$ cat config.mk
export PLATFORM = sky130hd
export DESIGN_NAME = pwr_mode_ctrl
export DESIGN_NICKNAME = d
export VERILOG_FILES = /design/src/rtl/pm_pkg.sv /design/src/rtl/pm_rstsync.sv /design/src/rtl/pm_next.sv /design/src/rtl/pm_clkgate.sv /design/src/rtl/pwr_mode_ctrl.sv
export SDC_FILE = /design/constraint.sdc
export NUM_CORES = 1
export LEC_CHECK = 0
export ABC_AREA = 1
export BUFFER_PORTS_ARGS = -buffer_cell sky130_fd_sc_hd__buf_4
export CORE_AREA = 10 10 47 49
export DETAILED_ROUTE_END_ITERATION = 6
export DIE_AREA = 0 0 57 59
export PLACE_DENSITY = 0.74
export SLEW_MARGIN = 30
export SYNTH_ARGS = -nofsm -noshare
export SYNTH_HDL_FRONTEND = slang
export SYNTH_SLANG_ARGS = --single-unit
$ cat constraint.sdc
create_clock -name clk -period 1.95 [get_ports clk]
set_clock_uncertainty 0.1 [all_clocks]
set_input_delay 0.0975 -clock clk [delete_from_list [all_inputs] [get_ports clk]]
set_output_delay 0.0975 -clock clk [all_outputs]
set_load 0.05 [all_outputs]
$ cat src/rtl/pm_pkg.sv
package pm_pkg;

  typedef enum logic [2:0] {
    PM_HIGH     = 3'd0,
    PM_SUBACT   = 3'd1,
    PM_SUBSLEEP = 3'd2,
    PM_WATCH    = 3'd3,
    PM_HWSTBY   = 3'd4
  } pm_mode_e;

  typedef struct packed {
    logic ssel;
    logic dtr;
    logic lspd;
    logic psel;
  } pm_cfg_t;

  typedef struct packed {
    pm_mode_e mode;
    logic     illegal;
    logic     cfg_err;
    logic     div_clr;
  } pm_dec_t;

endpackage

$ cat src/rtl/pm_rstsync.sv
module pm_rstsync #(
  parameter int STAGES = 2
) (
  input  logic clk,
  input  logic arst_n,
  output logic srst_n
);
  logic [STAGES-1:0] sh_q;

  // Assert asynchronously, release after STAGES rising edges.
  always_ff @(posedge clk or negedge arst_n) begin
    if (!arst_n) sh_q <= '0;
    else         sh_q <= {sh_q[STAGES-2:0], 1'b1};
  end

  assign srst_n = sh_q[STAGES-1];
endmodule

$ cat src/rtl/pm_next.sv
module pm_next
  import pm_pkg::*;
#(
  parameter int DIV_W = 3
) (
  input  pm_mode_e         cur,
  input  logic             sleep,
  input  logic             irq,
  input  pm_cfg_t          cfg,
  input  logic [DIV_W-1:0] div,
  input  logic             rst_pin,
  input  logic             stby_n,
  output pm_dec_t          nxt
);
  logic all_set;
  assign all_set = cfg.ssel & cfg.dtr & cfg.lspd & cfg.psel;

  always_comb begin
    nxt.mode    = cur;
    nxt.illegal = 1'b0;
    nxt.cfg_err = 1'b0;
    nxt.div_clr = 1'b0;
    if (!stby_n) begin
      nxt.mode = PM_HWSTBY;
    end else if (rst_pin) begin
      nxt.mode = PM_HIGH;
    end else begin
      case (cur)
        PM_HIGH: begin
          if (sleep) begin
            if (all_set) begin
              if (div == '0) nxt.mode    = PM_SUBACT;
              else           nxt.cfg_err = 1'b1;
            end else begin
              nxt.illegal = 1'b1;
            end
          end
        end
        PM_SUBACT: begin
          if (sleep) begin
            if (cfg.ssel && !cfg.dtr && cfg.psel) begin
              nxt.mode = PM_WATCH;
            end else if (!cfg.ssel && cfg.lspd && cfg.psel) begin
              nxt.mode = PM_SUBSLEEP;
            end else if (cfg.ssel && cfg.dtr && !cfg.lspd && cfg.psel) begin
              nxt.mode    = PM_HIGH;
              nxt.div_clr = 1'b1;
            end else begin
              nxt.illegal = 1'b1;
            end
          end
        end
        PM_SUBSLEEP: if (irq) nxt.mode = PM_SUBACT;
        PM_WATCH:    if (irq && cfg.lspd) nxt.mode = PM_SUBACT;
        default: ;
      endcase
    end
  end
endmodule

$ cat src/rtl/pm_clkgate.sv
module pm_clkgate
  import pm_pkg::*;
#(
  parameter int              NGRP     = 8,
  parameter logic [NGRP-1:0] SUB_KEEP = '0
) (
  input  pm_mode_e        mode,
  output logic [NGRP-1:0] clk_en,
  output logic            osc_en,
  output logic            sub_clk,
  output logic            halt
);
  logic full_run;
  logic slow_run;

  assign full_run = (mode == PM_HIGH);
  assign slow_run = (mode == PM_SUBACT) || (mode == PM_SUBSLEEP) || (mode == PM_WATCH);

  for (genvar g = 0; g < NGRP; g++) begin : g_grp
    assign clk_en[g] = full_run | (SUB_KEEP[g] & slow_run);
  end

  assign osc_en  = full_run;
  assign sub_clk = slow_run;
  assign halt    = (mode == PM_SUBSLEEP) || (mode == PM_WATCH) || (mode == PM_HWSTBY);
endmodule

$ cat src/rtl/pwr_mode_ctrl.sv
module pwr_mode_ctrl
  import pm_pkg::*;
#(
  parameter int NGRP        = 8,
  parameter int DIV_W       = 3,
  parameter int SYNC_STAGES = 2
) (
  input  logic             clk,
  input  logic             rst_n,
  input  logic             sleep_req,
  input  logic             irq_req,
  input  logic             rst_pin_a,
  input  logic             rst_pin_b,
  input  logic             stby_n,
  input  logic             cfg_ssel,
  input  logic             cfg_dtr,
  input  logic             cfg_lspd,
  input  logic             cfg_psel,
  input  logic [DIV_W-1:0] cfg_div,
  output logic [2:0]       mode_o,
  output logic             cpu_sub_clk,
  output logic             cpu_halt,
  output logic [NGRP-1:0]  clk_en,
  output logic             osc_en,
  output logic             illegal_req,
  output logic             cfg_err,
  output logic             div_clr
);
  // Groups 0..3 (bus controller, timers, two watchdogs) run on the subclock.
  localparam logic [NGRP-1:0] SUB_KEEP = NGRP'(4'hF);

  logic     srst_n;
  pm_cfg_t  cfg;
  pm_dec_t  nxt;
  pm_mode_e mode_q;
  logic     mode_en;
  logic     ill_q, err_q, clr_q;

  assign cfg = '{ssel: cfg_ssel, dtr: cfg_dtr, lspd: cfg_lspd, psel: cfg_psel};

  pm_rstsync #(.STAGES(SYNC_STAGES)) u_rsync (
    .clk    (clk),
    .arst_n (rst_n),
    .srst_n (srst_n)
  );

  pm_next #(.DIV_W(DIV_W)) u_next (
    .cur     (mode_q),
    .sleep   (sleep_req),
    .irq     (irq_req),
    .cfg     (cfg),
    .div     (cfg_div),
    .rst_pin (rst_pin_a | rst_pin_b),
    .stby_n  (stby_n),
    .nxt     (nxt)
  );

  assign mode_en = (nxt.mode != mode_q);

  always_ff @(posedge clk or negedge srst_n) begin
    if (!srst_n)      mode_q <= PM_HIGH;
    else if (mode_en) mode_q <= nxt.mode;
  end

  always_ff @(posedge clk or negedge srst_n) begin
    if (!srst_n) begin
      ill_q <= 1'b0;
      err_q <= 1'b0;
      clr_q <= 1'b0;
    end else begin
      ill_q <= nxt.illegal;
      err_q <= nxt.cfg_err;
      clr_q <= nxt.div_clr;
    end
  end

  pm_clkgate #(.NGRP(NGRP), .SUB_KEEP(SUB_KEEP)) u_gate (
    .mode    (mode_q),
    .clk_en  (clk_en),
    .osc_en  (osc_en),
    .sub_clk (cpu_sub_clk),
    .halt    (cpu_halt)
  );

  assign mode_o      = mode_q;
  assign illegal_req = ill_q;
  assign cfg_err     = err_q;
  assign div_clr     = clr_q;
endmodule

==> flow_metrics.py <==
metrics = {
    "timing": {
        "layout_setup_ws_ns": 0.414,
        "fmax_mhz": 651,
        "finalSetupViolCount": 0,
        "timing.final.max_slew_violations": 0,
        "unrepaired_setup_endpoints_after_global_routing": "no",
        "final_hold_viol_count": 2,
        "setup_tns_ns": 0,
        "fin_hold_ws_ns": -0.00665,
        "layout_min_cycle_time_ns": 1.54,
        "finalCritPeriodShare_pct": 78.8,
    },
    "synthesis": {
        "yosys-top-cells-area": "dfrtp_1 38%, nand2_1 14%, buf_4 10%, inv_1 5.0%, nor2_1 5.0%",
        "synth-seq-area-share_pct": 38.2,
        "synth_area_um2": 524,
        "mean_instance_size_in_the_synthesized_netlist_um2": 7.18,
        "syn-num-nets": 87,
        "synthesis.instances": 73,
        "yosysWarningCount": 0,
        "synth_cell_types": 20,
        "synth_top_area_share_pct": 38.2,
        "synth.largest_area_cell": "dfrtp_1",
        "total_of_flip_flops_plus_latches_after_synthesis": 8,
    },
    "flow_run": {
        "max_cap_violations": 0,
    },
    "critical_path": {
        "critical_path.max_fanout": 9,
        "worst-endpoint-required_ns": 1.75,
        "cp_top_family": "buffers and inverters",
        "list_of_cells_traversed_by_the_critical_path": "inv_2 -> nand3_2 -> inv_2 -> buf_4",
        "worstReg2RegStart": "mode_o[2]$_DFFE_PN0P_",
        "critical_path.most_common_cell": "inv_2",
        "timing.critical_path.slowest_stage_cell": "dfrtp_1",
        "reg2reg_slack_ns": 0.70,
        "cp-start-kind": "flop",
        "critical_path_buf_inv_count": 3,
        "timing_worst_setup_path_type": "reg2out",
        "endpoint_kind": "primary output",
        "timing.critical_path.arrival_ns": 1.34,
        "worst_setup_path_startpoint": "mode_o[2]$_DFFE_PN0P_",
        "cp_slowest_stage_delay_ns": 0.47,
    },
    "place": {
        "port-buffer-count": 30,
        "dpl.hpwl_um": 1180,
        "pre_cts_ws_ns": 0.696,
        "routability_congestion_estimate": 0.776,
    },
    "finish": {
        "fraction_of_layout_cells_with_a_size_suffix_above_1_pct": 42.6,
        "multi_input_area_um2": 230,
        "register_area_um2": 200,
        "design.final.nets": 117,
        "insertedDiodeCount": 0,
        "syn_to_final_growth_pct": 44.9,
        "filler_cell_count": 144,
        "finish.utilization_pct": 54.2,
    },
    "clock_network": {
        "cts_tree": "done",
        "clock_sinks": 8,
        "htree_levels": 1,
        "clkTransAtPathRegs_ns": 0.06,
        "cts_buffer_depth": 2,
        "numCtsBuffers": 3,
        "root_buffer": "clkbuf_4",
        "clkLatencyLatePin_ns": 0.26,
    },
    "drt": {
        "dr.first_iter.drc_count": 7,
        "num_vias": 529,
        "drc": 0,
        "drt.antenna.violating_nets": 0,
        "post_dr_wirelength_cell_um": 11.9,
        "routed_wl_um": 1400,
        "detail_route.vias_per_cell": 4.52,
        "first_pass_drt_iterations": 2,
    },
    "floorplan": {
        "fp-row-count": 14,
        "floorplan.die.width_um": 57,
        "die_span_in_y_um": 59,
        "core-area_um2": 1400,
        "start_util_pct": 37.4,
        "num_io_pins": 31,
        "fp.dieArea_um2": 3360,
    },
    "power": {
        "power_density_nw_per_um2": 599,
        "total_power_uw": 455,
        "total_leakage_power_nw": 0.410,
        "ir_drop_mv": 0.308,
    },
    "global_routing": {
        "grt_pass1_wl_um": 2320,
        "antenna_violations_before_repair": 0,
        "grt_util_met3_pct": 1.93,
        "globalRouteTotalUtil_pct": 8.55,
        "globalRouteOverflowTotal": 0,
        "grt_start_max_net_pins": 10,
        "global_route.peak_usage_layer": "met2",
        "gr_layer_usage_met2_pct": 13.5,
        "grt_util_met1_pct": 8.90,
        "first_global_vias": 548,
    },
    "outcome": {
        "failed_checks": "hold timing",
        "outcome": "finished, violations left",
    },
    "min_path": {
        "worst_hold_path_type": "reg2async",
    },
}
## cell usage in the layout, fill, tap and decap left out, drive strengths merged
cell type,netlist,final
o22ai,1,1
nand4,2,2
buf,7,30
dlygate4sd3,0,2
nand2,20,20
o21ai,4,4
nor3b,1,1
or2,1,1
clkbuf,0,3
inv,11,11
nor3,2,2
a21oi,3,3
nor2,9,9
dfrtp,8,8
nand3,2,2
conb,1,1
o211ai,1,1
## Yosys cell counts, drive strengths merged
master,n
dfrtp,8
inv,11
nor2,9
o22ai,1
conb,1
or2,1
o211ai,1
nor3,2
nor3b,1
nand3,2
nand2,20
o21ai,4
nand4,2
buf,7
a21oi,3
## routing by layer
metal,up-vias,part of all wire (%)
li1,278,-
met2,18,49
met4,0,3.9
met5,-,0
met1,228,40
met3,5,6.4
## registers in the layout, summed over array words and instances (netlist names)
name          cells
mode_o            3
u_rsync.sh_q      2
cfg_err           1
div_clr           1
illegal_req       1
## repair_timing
action	4_1_cts	5_1_grt
hold buffers	2	0
resized for setup	0	0
setup endpoints to repair	0	0
setup buffers	0	0
endpoints found under the hold margin	3	0
## final cells by class
cell class	instances	area share, %
clock buffers	3	2.97
multi-input cells	47	30.3
well taps	16	2.64
flip-flops and latches	8	26.4
inverters	11	5.44
repair buffers	32	32.3
## through the flow
step	instance area [um^2]	hold WS, ns	cells
2_1_floorplan	524	-0.298	73
3_3_place_gp	717	-0.220	112
3_5_place_dp	717	-0.219	112
4_1_cts	759	0.00657	117
5_1_grt	759	0.0252	117
6_report	759	-0.00665	117
## power by group
| part | switching, mW | total (mW) | internal [mW] | leakage [nW] |
|---|---|---|---|---|
| registers | 0.00601 | 0.176 | 0.170 | 0.104 |
| logic | 0.100 | 0.152 | 0.0517 | 0.292 |
| clock network | 0.0560 | 0.126 | 0.0704 | 0.0138 |
## cells by family after synthesis
kind of cell	share of synthesized area, %
flip-flops	38.2
other	0.715
buffers and inverters	17.9
AO/OA/AOI/OAI	9.31
AND/OR/NAND/NOR	33.9
## worst paths after layout
check                                   endpoint  depth (start not counted)
max                                    clk_en[7]                          4
min                        mode_o[1]$_DFFE_PN0P_                          0
max reg2reg                mode_o[0]$_DFFE_PN0P_                          6
min reg2reg                mode_o[1]$_DFFE_PN0P_                          0
max in group asynchronous  illegal_req$_DFF_PN0_                          0
min in group clk               div_clr$_DFF_PN0_                          3
No activity file was read; power rests on OpenSTA's default activity.
